`src/rtl/gap_tx_pkg.sv`:
```
package gap_tx_pkg;
  localparam int SYNC_W      = 2;
  localparam int CMD_MAX     = 4;
  localparam int PLUG_ADDR_W = 8;
  localparam int MEM_ADDR_W  = 15;
  localparam int BCAST_ADDR_W = 20;
  localparam int PAY_W       = 25;
  localparam int CRC_W       = 5;
  localparam int BODY_MAX    = SYNC_W + CMD_MAX + BCAST_ADDR_W + PAY_W;
  localparam int FRAME_MAX   = BODY_MAX + CRC_W;
  localparam int LEN_W       = $clog2(FRAME_MAX + 1);
  localparam logic [CRC_W-1:0] CRC_POLY = 5'b01111;

  typedef enum logic [1:0] {
    LAY_PLUG  = 2'd0,
    LAY_MEM   = 2'd1,
    LAY_BCAST = 2'd2,
    LAY_SPARE = 2'd3
  } layout_e;

  typedef struct packed {
    logic load;
    logic toggle;
    logic finish;
  } strobe_t;
endpackage

```
`src/rtl/gap_tx_dp.sv`:
```
module gap_tx_dp
  import gap_tx_pkg::*;
(
  input  logic             clk,
  input  logic             rstN,
  input  strobe_t          stb,
  input  logic [1:0]       reqLayout,
  input  logic             reqWrite,
  input  logic             reqResp,
  input  logic [19:0]      reqAddr,
  input  logic [PAY_W-1:0] reqPayload,
  output logic [LEN_W-1:0] frameLen,
  output logic             nextBit,
  output logic             lineOut
);
  logic [BODY_MAX-1:0]  hdr, body;
  logic [LEN_W-1:0]     hdrLen, bodyLen;
  logic [CRC_W-1:0]     crcVal;
  logic [FRAME_MAX-1:0] frameRaw, frameAl, shiftQ;

  // unrolled checksum over the right-aligned body; the top valid bit goes in first
  function automatic logic [CRC_W-1:0] crcOver(input logic [BODY_MAX-1:0] bits,
                                               input logic [LEN_W-1:0] n);
    logic [CRC_W-1:0] c;
    logic fb;
    c = '0;
    for (int i = BODY_MAX - 1; i >= 0; i--) begin
      if (i < int'(n)) begin
        fb = bits[i] ^ c[CRC_W-1];
        c  = {c[CRC_W-2:0], 1'b0} ^ (fb ? CRC_POLY : '0);
      end
    end
    return c;
  endfunction

  always_comb begin
    case (layout_e'(reqLayout))
      LAY_PLUG: begin
        hdr    = BODY_MAX'({2'b01, 2'b10, reqWrite, reqAddr[PLUG_ADDR_W-1:0]});
        hdrLen = LEN_W'(SYNC_W + 3 + PLUG_ADDR_W);
      end
      LAY_MEM: begin
        hdr    = BODY_MAX'({2'b01, 2'b01, reqResp, reqWrite, reqAddr[MEM_ADDR_W-1:0]});
        hdrLen = LEN_W'(SYNC_W + 4 + MEM_ADDR_W);
      end
      default: begin
        hdr    = BODY_MAX'({2'b01, 2'b11, reqWrite, reqAddr[BCAST_ADDR_W-1:0]});
        hdrLen = LEN_W'(SYNC_W + 3 + BCAST_ADDR_W);
      end
    endcase
    if (reqWrite) begin
      body    = (hdr << PAY_W) | BODY_MAX'(reqPayload);
      bodyLen = hdrLen + LEN_W'(PAY_W);
    end else begin
      body    = hdr << 1;          // dummy zero keeps the bit count odd
      bodyLen = hdrLen + LEN_W'(1);
    end
    crcVal   = crcOver(body, bodyLen);
    frameRaw = {body, crcVal};
    frameLen = bodyLen + LEN_W'(CRC_W);
    frameAl  = frameRaw << (FRAME_MAX - int'(frameLen));
  end

  assign nextBit = shiftQ[FRAME_MAX-2];

  always_ff @(posedge clk or negedge rstN) begin
    if (!rstN) begin
      shiftQ  <= '0;
      lineOut <= 1'b1;
    end else if (stb.load) begin
      shiftQ  <= frameAl;
      lineOut <= 1'b0;
    end else if (stb.toggle) begin
      shiftQ  <= shiftQ << 1;
      lineOut <= ~lineOut;
    end
  end
endmodule

```
`src/rtl/gap_tx_ctrl.sv`:
```
module gap_tx_ctrl
  import gap_tx_pkg::*;
#(
  parameter int UNIT_W = 8
) (
  input  logic              clk,
  input  logic              rstN,
  input  logic              reqValid,
  input  logic [UNIT_W-1:0] unitCycles,
  input  logic [LEN_W-1:0]  frameLen,
  input  logic              nextBit,
  output logic              reqReady,
  output logic              busy,
  output logic              done,
  output strobe_t           stb
);
  localparam int CNT_W = UNIT_W + 1;

  logic              running;
  logic [UNIT_W-1:0] unitQ;
  logic [CNT_W-1:0]  gapCnt;
  logic [LEN_W-1:0]  bitsLeft;
  logic              gapEnd;

  assign reqReady   = !running;
  assign busy       = running;
  assign gapEnd     = running && (gapCnt == '0);
  assign stb.load   = reqValid && !running;
  assign stb.toggle = gapEnd;
  assign stb.finish = gapEnd && (bitsLeft == LEN_W'(1));

  always_ff @(posedge clk or negedge rstN) begin
    if (!rstN) begin
      running  <= 1'b0;
      unitQ    <= '0;
      gapCnt   <= '0;
      bitsLeft <= '0;
      done     <= 1'b0;
    end else begin
      done <= stb.finish;
      if (stb.load) begin
        running  <= 1'b1;
        unitQ    <= unitCycles;
        // the first frame bit is always the sync zero: one unit
        gapCnt   <= {1'b0, unitCycles} - CNT_W'(1);
        bitsLeft <= frameLen;
      end else if (running) begin
        if (gapCnt != '0) begin
          gapCnt <= gapCnt - CNT_W'(1);
        end else begin
          bitsLeft <= bitsLeft - LEN_W'(1);
          if (stb.finish) running <= 1'b0;
          else gapCnt <= (nextBit ? {unitQ, 1'b0} : {1'b0, unitQ}) - CNT_W'(1);
        end
      end
    end
  end
endmodule

```
`src/rtl/gap_frame_tx.sv`:
```
module gap_frame_tx
  import gap_tx_pkg::*;
#(
  parameter int UNIT_W = 8
) (
  input  logic              clk,
  input  logic              rstN,
  input  logic              reqValid,
  output logic              reqReady,
  input  logic [1:0]        reqLayout,
  input  logic              reqWrite,
  input  logic              reqResp,
  input  logic [19:0]       reqAddr,
  input  logic [24:0]       reqPayload,
  input  logic [UNIT_W-1:0] unitCycles,
  output logic              lineOut,
  output logic              busy,
  output logic              done
);
  strobe_t          stb;
  logic [LEN_W-1:0] frameLen;
  logic             nextBit;

  gap_tx_ctrl #(.UNIT_W(UNIT_W)) u_ctrl (
    .clk(clk), .rstN(rstN), .reqValid(reqValid), .unitCycles(unitCycles),
    .frameLen(frameLen), .nextBit(nextBit), .reqReady(reqReady),
    .busy(busy), .done(done), .stb(stb)
  );

  gap_tx_dp u_dp (
    .clk(clk), .rstN(rstN), .stb(stb), .reqLayout(reqLayout),
    .reqWrite(reqWrite), .reqResp(reqResp), .reqAddr(reqAddr),
    .reqPayload(reqPayload), .frameLen(frameLen), .nextBit(nextBit),
    .lineOut(lineOut)
  );
endmodule

```
`config.mk`:
```
export PLATFORM = sky130hd
export DESIGN_NAME = gap_frame_tx
export DESIGN_NICKNAME = d
export VERILOG_FILES = /design/src/rtl/gap_tx_pkg.sv /design/src/rtl/gap_tx_dp.sv /design/src/rtl/gap_tx_ctrl.sv /design/src/rtl/gap_frame_tx.sv
export SDC_FILE = /design/constraint.sdc
export NUM_CORES = 1
export LEC_CHECK = 0
export BUFFER_PORTS_ARGS = -buffer_cell sky130_fd_sc_hd__buf_2
export CAP_MARGIN = 40
export CORE_ASPECT_RATIO = 1.5
export CORE_MARGIN = 3
export CORE_UTILIZATION = 35
export CTS_BUF_LIST = sky130_fd_sc_hd__clkbuf_4 sky130_fd_sc_hd__clkbuf_8
export CTS_CLUSTER_DIAMETER = 40
export CTS_CLUSTER_SIZE = 10
export DETAILED_ROUTE_END_ITERATION = 6
export GPL_TIMING_DRIVEN = 1
export SYNTH_ARGS = -nofsm -noshare
export SYNTH_HDL_FRONTEND = slang
export SYNTH_SLANG_ARGS = --single-unit
```
`constraint.sdc`:
```
create_clock -name clk -period 2.7 [get_ports clk]
set_input_delay 0.27 -clock clk [delete_from_list [all_inputs] [get_ports clk]]
set_output_delay 0.27 -clock clk [all_outputs]
set_load 0.01 [all_outputs]
```
* Word level (Yosys, flattened, before mapping)
Cells that the tools add are included.
** Operators by class
- $add $sub $neg :: 8
- Multiply operators :: 0
- Divide/modulo/power cells :: 0
- Order comparisons :: 51
- Eq/ne operators :: 4
- Shifts and indexed selects :: 1
- Mux-type cells :: 122
- Bitwise gates (word level) :: 102
- Reductions and logical operators :: 11
** Operators by type and width (count)
- 2-to-1 mux 5 bit :: 51
- XOR 5 bit :: 50
- 2-to-1 mux 4 bit :: 51
- < comparator 6 bit, first input constant :: 19
- 2-to-1 mux 55 bit :: 2
- < comparator 5 x 6 -> 1 bit, first input constant :: 16
- left shift 56 x 32 -> 55 bit :: 1
- 2-to-1 mux 51 bit :: 1
- XOR 1 bit :: 50
- bitwise OR 49 x 25 -> 49 bit :: 1
- < comparator 4 x 6 -> 1 bit, first input constant :: 8
- case mux 24 bit (2 select lines) :: 1
- 2-to-1 mux 9 bit :: 5
- < comparator 3 x 6 -> 1 bit, first input constant :: 4
- 2-to-1 mux 6 bit :: 4
- subtractor 9 x 1 -> 9 bit, second input constant :: 2
- < comparator 1 x 6 -> 1 bit, first input constant :: 2
- < comparator 2 x 6 -> 1 bit, first input constant :: 2
- case mux 5 bit (2 select lines) :: 1
- logical NOT 9 bit :: 1
- nonzero test 9 bit :: 1
- subtractor 8 x 1 -> 9 bit, second input constant :: 1
- subtractor 6 x 6 -> 7 bit, first input constant :: 1
- adder 5 x 1 -> 6 bit, second input constant :: 1
- other kinds (14) :: 23
** Storage, ports and cells
- Bits in registers :: 81
- Latch bits :: 0
- RAM bits :: 0
- Memory bits (read-only) :: 0
- Input bits :: 60
- Output and inout bits :: 4
- Word-level logic and storage cells :: 306
- Memories :: 0

* Longest topological paths before layout
- Word-level depth :: 208
- Mapped depth :: 53
- Mapped depth without buffers :: 48

* Modules after synthesis
From an unflattened synthesis, not the netlist that was laid out.
** Second synthesis, totals
- Cell total of the unflattened synthesis :: 1668
- Area total of the unflattened synthesis :: 12458.2 um^2
** Modules (own cells, without submodules)
- gap_tx_dp :: instances 1, cells an instance 1495, area each 10901.7 um^2, sequential area each 1377.6 um^2
- gap_tx_ctrl :: instances 1, cells an instance 173, area each 1556.5 um^2, sequential area each 625.6 um^2

* Worst setup path before layout
OpenSTA, ideal clock, no wires.
- Path kind :: input -> register
- Start point :: input reqLayout[0]
- End point :: register u_dp.shiftQ[27]
- Setup time :: 0.133 ns
- Arrival time :: 13.228 ns
- Required time :: 2.567 ns
- Slack :: -10.661 ns
- Cell stages on the path :: 50
- Buffers on the path :: 4
- Cells stage by stage :: buf_2 -> clkbuf_1 -> or2_2 -> clkbuf_1 -> fa_1 -> buf_2 -> inv_2 -> nor2_2 -> o21ai_1 -> a311oi_4 -> xnor2_2 -> xnor3_1 -> a211o_4 -> xnor2_4 -> xnor3_2 -> xnor3_1 -> or3_1 -> a31oi_1 -> [... 14 more ...] -> mux2_4 -> nor2_1 -> xnor3_1 -> o21ai_2 -> nand2_1 -> a21boi_2 -> xnor3_2 -> o211a_1 -> o32ai_2 -> a22oi_2 -> xnor2_1 -> or4_1 -> nand4_2 -> xor2_2 -> xnor2_1 -> nor2_2 -> a2111oi_0 -> nor2_1
** On the way
- Word-level cells in the longest chain between the ends :: 158
- Elaborated cells between the ends (all ways) :: 263
- Classes of those cells :: 4 x add/sub; 51 x order compare; 1 x eq/ne; 1 x shift; 105 x mux; 100 x bitwise; 1 x reduce/logical
** Ends and longest elaborated chain
- start, declared :: RTL line gap_frame_tx.sv:10 : input logic [1:0] reqLayout,
- equality test 2 x 1 -> 1 bit or logical NOT 2 bit (tied branches) :: RTL line gap_tx_dp.sv:37 : case (layout_e'(reqLayout))
- case mux 5 bit (2 select lines) :: RTL line gap_tx_dp.sv:37
- adder 5 x 1 -> 6 bit or adder 5 x 5 -> 6 bit (tied branches) :: RTL line gap_tx_dp.sv:56, gap_tx_dp.sv:53
- 2-to-1 mux 6 bit :: RTL line gap_tx_dp.sv:51 : if (reqWrite) begin
- < comparator 6 bit :: RTL line gap_tx_dp.sv:28 : if (i < int'(n)) begin
- 2-to-1 mux 5 bit :: RTL line gap_tx_dp.sv:28
- XOR 5 bit :: RTL line gap_tx_dp.sv:30 : c = {c[CRC_W-2:0], 1'b0} ^ (fb ? CRC_POLY : '0);
- 2-to-1 mux 5 bit :: RTL line gap_tx_dp.sv:28
- [... 142 more ...]
- XOR 5 bit :: RTL line gap_tx_dp.sv:30
- 2-to-1 mux 5 bit :: RTL line gap_tx_dp.sv:28
- XOR 1 bit :: RTL line gap_tx_dp.sv:29 : fb = bits[i] ^ c[CRC_W-1];
- 2-to-1 mux 4 bit :: RTL line gap_tx_dp.sv:30
- XOR 5 bit :: RTL line gap_tx_dp.sv:30
- 2-to-1 mux 5 bit :: RTL line gap_tx_dp.sv:28
- left shift 56 x 32 -> 55 bit (*) :: RTL line gap_tx_dp.sv:61 : frameAl = frameRaw << (FRAME_MAX - int'(frameLen));
- 2-to-1 mux 55 bit (*) :: RTL line gap_tx_dp.sv:70 : end else if (stb.load) begin
- end signal, assigned :: RTL line gap_tx_dp.sv:71 : shiftQ <= frameAl;
- end signal, assigned :: RTL line gap_tx_dp.sv:74 : shiftQ <= shiftQ << 1;
- end, declared :: RTL line gap_tx_dp.sv:19 : logic [FRAME_MAX-1:0] frameRaw, frameAl, shiftQ;
Every way passes the cells marked *; elsewhere a longest branch is shown, timed or not.
A chain may end at the register's enable or synchronous reset.

* Worst setup path in the final report
- Start point :: input reqLayout[1]
- End point :: register u_dp.shiftQ[27]
The elaborated chain is that of the path after synthesis.

==> impl_metrics.tcl <==
set metrics [dict create \
    gr-usage-met1_pct 30.0 \
    synth_area_leaders "dfrtp_1 17%, nand2_1 7.2%, xnor2_1 6.2%" \
    nets 2138 \
    ys_warn_count 0 \
    clock_latency_ns 0.36 \
    r2r_end "u_dp.shiftQ[27]$_DFFE_PN0P_" \
    ios 64 \
    grt_pass1_vias 14500 \
    grtUsageMet2_pct 48.1 \
    via_count 14600 \
    status "finished, violations left" \
    fillCellCount 2979 \
    post-dp-hpwl_um 39000 \
    relSlewSlack_pct 50.7 \
    hold_start "unitCycles[4]" \
    grt_max_degree 56 \
    ys_ff_latch 80 \
    h-tree-depth 3 \
    yosys.area_share.simple_pct 24.7 \
    arrival_ns 12.24 \
    synth_edf_count 0 \
    cts_tree "built" \
    wire_per_inst_um 20.2 \
    critPathSlowestCell "or4_4" \
    worst_pin_slew_ns 0.731 \
    maxCapViolations 0 \
    synth.top_cell.area_share_pct 16.8 \
    synthCells 1583 \
    clockBufferDepth 2 \
    slowest_delay_ns 0.51 \
    globalplace.congestion 0.983 \
    synthAdderAreaFrac_pct 0.807 \
    top_usage_layer "met2" \
    grt_antenna_before_repair 3 \
    netlist_area_um2 11800 \
    r2r_setup_slack_ns 0.28 \
    hold_class "in2reg" \
    grt_first_pass_wirelength_um 77500 \
    synth_top_family_by_area "compound AO/OA/AOI/OAI gates" \
    whs_path_depth 3 \
    rsz0062_at_grt "true" \
    synthMuxAreaShare_pct 7.67 \
    hold-path-endpoint "u_ctrl.unitQ[4]$_DFFE_PN0P_" \
    clk_pin_slew_worst_paths_ns 0.10 \
    path_max_fanout 5 \
    drc 0 \
    critPathKind "in2reg" \
    drt-pass1-iter-count 6 \
    synth-compound-area-share_pct 30.5 \
    violations "negative setup slack" \
    clock_skew_ns 0.0193 \
    start_util_pct 35.8 \
    root_buffer "clkbuf_8" \
    grt-ovfl-total 0 \
    ys_dominant_reg_cell "dfrtp_1" \
    startpoint_type "input pin" \
    ff2ff_path_depth 9 \
    drv_slew 0 \
    yosysSeqAreaShare_pct 17.0 \
    drt-initial-drc-count 1350 \
    viasPerCell 5.84 \
    hold_viol_final 0 \
    cp-end-kind "flip-flop" \
    finalWorstSetupSlack_ns -9.30 \
    synth_top_area_cell "dfrtp_1" \
    portBuffers 63 \
    fin_crit_ns 12.00 \
    row_count 81 \
    syn_avg_cell_area_um2 7.44 \
    numCtsBuffers 9 \
    cp.required_ns 2.94 \
    dieArea_um2 36000 \
    async_flop_share_pct 100 \
    clock_sinks 80 \
    track_usage_pct 26.7 \
    grt_use_met3_pct 3.19 \
    syn_nets 1650 \
    setup_violations 44 \
    synth_xor_area_share_pct 15.1 \
    final_layout_size_suffix_gt1_share_pct 42.8 \
    core_region_area_um2 32900 \
    period_share_pct 445 \
    syn_to_final_growth_pct 54.5 \
    setup-tns-final_ns -385.72 \
    wirelength_um 50400 \
    max_freq_ghz 0.0833 \
    die_w_um 156 \
    drtAntennaViolNets 0 \
    fp.dieH_um 231 \
    synthDistinctLibCells 127 \
    reg2reg_from "u_ctrl.gapCnt[1]$_DFFE_PN0P_" \
]
state kept, by name, summed over array words and instances, names as in the netlist:
name             cells
u_dp.lineOut         1
u_ctrl.bitsLeft      6
u_ctrl.busy          1
u_ctrl.done          1
u_ctrl.unitQ         8
u_ctrl.gapCnt        9
u_dp.shiftQ         54
per-stage QoR:
step	cells	setup WS, ns	hold slack, ns	util [%]	cell area, um^2
floorplan	1583	-9.40	-0.0256	-	12300
global placement	2417	-9.80	0.267	49.0	16100
detailed placement	2417	-10.08	0.270	49.0	16100
CTS	2468	-9.24	0.0959	52.8	17400
global route	2492	-9.81	0.112	55.2	18200
finish	2494	-9.30	0.110	55.3	18200
layout make-up:
cell class              count  area [um^2]  share of cell area [%]
repair buffers            582         4540                    25.0
clock buffers               9          124                   0.681
well taps                 415          519                    2.85
diodes                      3         7.51                  0.0412
clock inverters             7         73.8                   0.406
inverters                  18         80.1                   0.440
multi-input cells        1380        10900                    59.6
flip-flops and latches     80         2000                    11.0
what timing repair did:
action	4_1_cts	5_1_grt
hold buffers	1	0
setup endpoints to repair	54	65
pin swaps	80	74
endpoints found under the hold margin	34	0
gates cloned	0	1
buffers inserted	38	24
gates resized for setup	145	120
placed cells by master, fill, tap and decap left out, types with 18 or more instances in the layout:
master,Yosys,layout
a21oi_1,122,102
a21oi_2,2,22
a31oi_1,24,20
and3_1,24,22
buf_2,8,59
buf_4,5,473
buf_6,0,33
dfrtp_1,79,79
mux2_2,21,18
mux2i_1,60,46
nand2_1,227,215
nand3_1,49,38
nor2_1,142,129
nor3_1,45,35
o211ai_1,24,24
o21ai_0,130,116
o21ai_1,15,22
xnor2_1,83,56
xnor2_2,8,24
xor2_1,35,28
Yosys cell counts (16+ instances only):
cell type,instances
nand2_1,227
nor2_1,142
o21ai_0,130
a21oi_1,122
xnor2_1,83
dfrtp_1,79
clkbuf_1,74
mux2i_1,60
nand3_1,49
nor3_1,45
xor2_1,35
a31oi_1,24
and3_1,24
o211ai_1,24
mux2_2,21
nor4_1,19
xnor3_1,19
and2_1,18
buf_1,17
o21a_1,16
worst max-delay path: cells and delay by family:
| family | cells | cell delay [ns] |
|---|---|---|
| simple gates | 10 | 1.98 |
| buf+inv | 11 | 1.43 |
| xor+xnor | 15 | 3.31 |
| mux | 5 | 1.21 |
| fa+ha+maj | 2 | 0.55 |
| compound gates | 15 | 3.42 |
per-layer routing:
| metal | part of all wire [%] | wire, um |
|---|---|---|
| met5 | 0.014 | 7 |
| met2 | 51 | 25500 |
| met1 | 37 | 18800 |
| met4 | 6.5 | 3260 |
| met3 | 5.6 | 2800 |
worst max-delay path by stage:
stage	from	end	cells past startpoint
6_report	reqLayout[1]	u_dp.shiftQ[27]$_DFFE_PN0P_	58
5_1_grt	reqLayout[0]	u_dp.shiftQ[32]$_DFFE_PN0P_	56
4_1_cts	reqLayout[0]	u_dp.shiftQ[32]$_DFFE_PN0P_	52
3_5_place_dp	reqLayout[0]	u_dp.shiftQ[33]$_DFFE_PN0P_	53
3_3_place_gp	reqLayout[0]	u_dp.shiftQ[33]$_DFFE_PN0P_	53
2_1_floorplan	reqLayout[0]	u_dp.shiftQ[47]$_DFFE_PN0P_	49
logic make-up after synthesis:
kind of cell / after synthesis
buffers and inverters: 123
AOI/OAI and AO/OA: 521
xor gates and xnor gates: 154
DFF: 80
adders and majority gates: 7
muxes: 85
and+or+nand+nor: 613
Power is not shown: default switching activity piles up to over one toggle a cycle in this logic, so the estimate is an artifact.
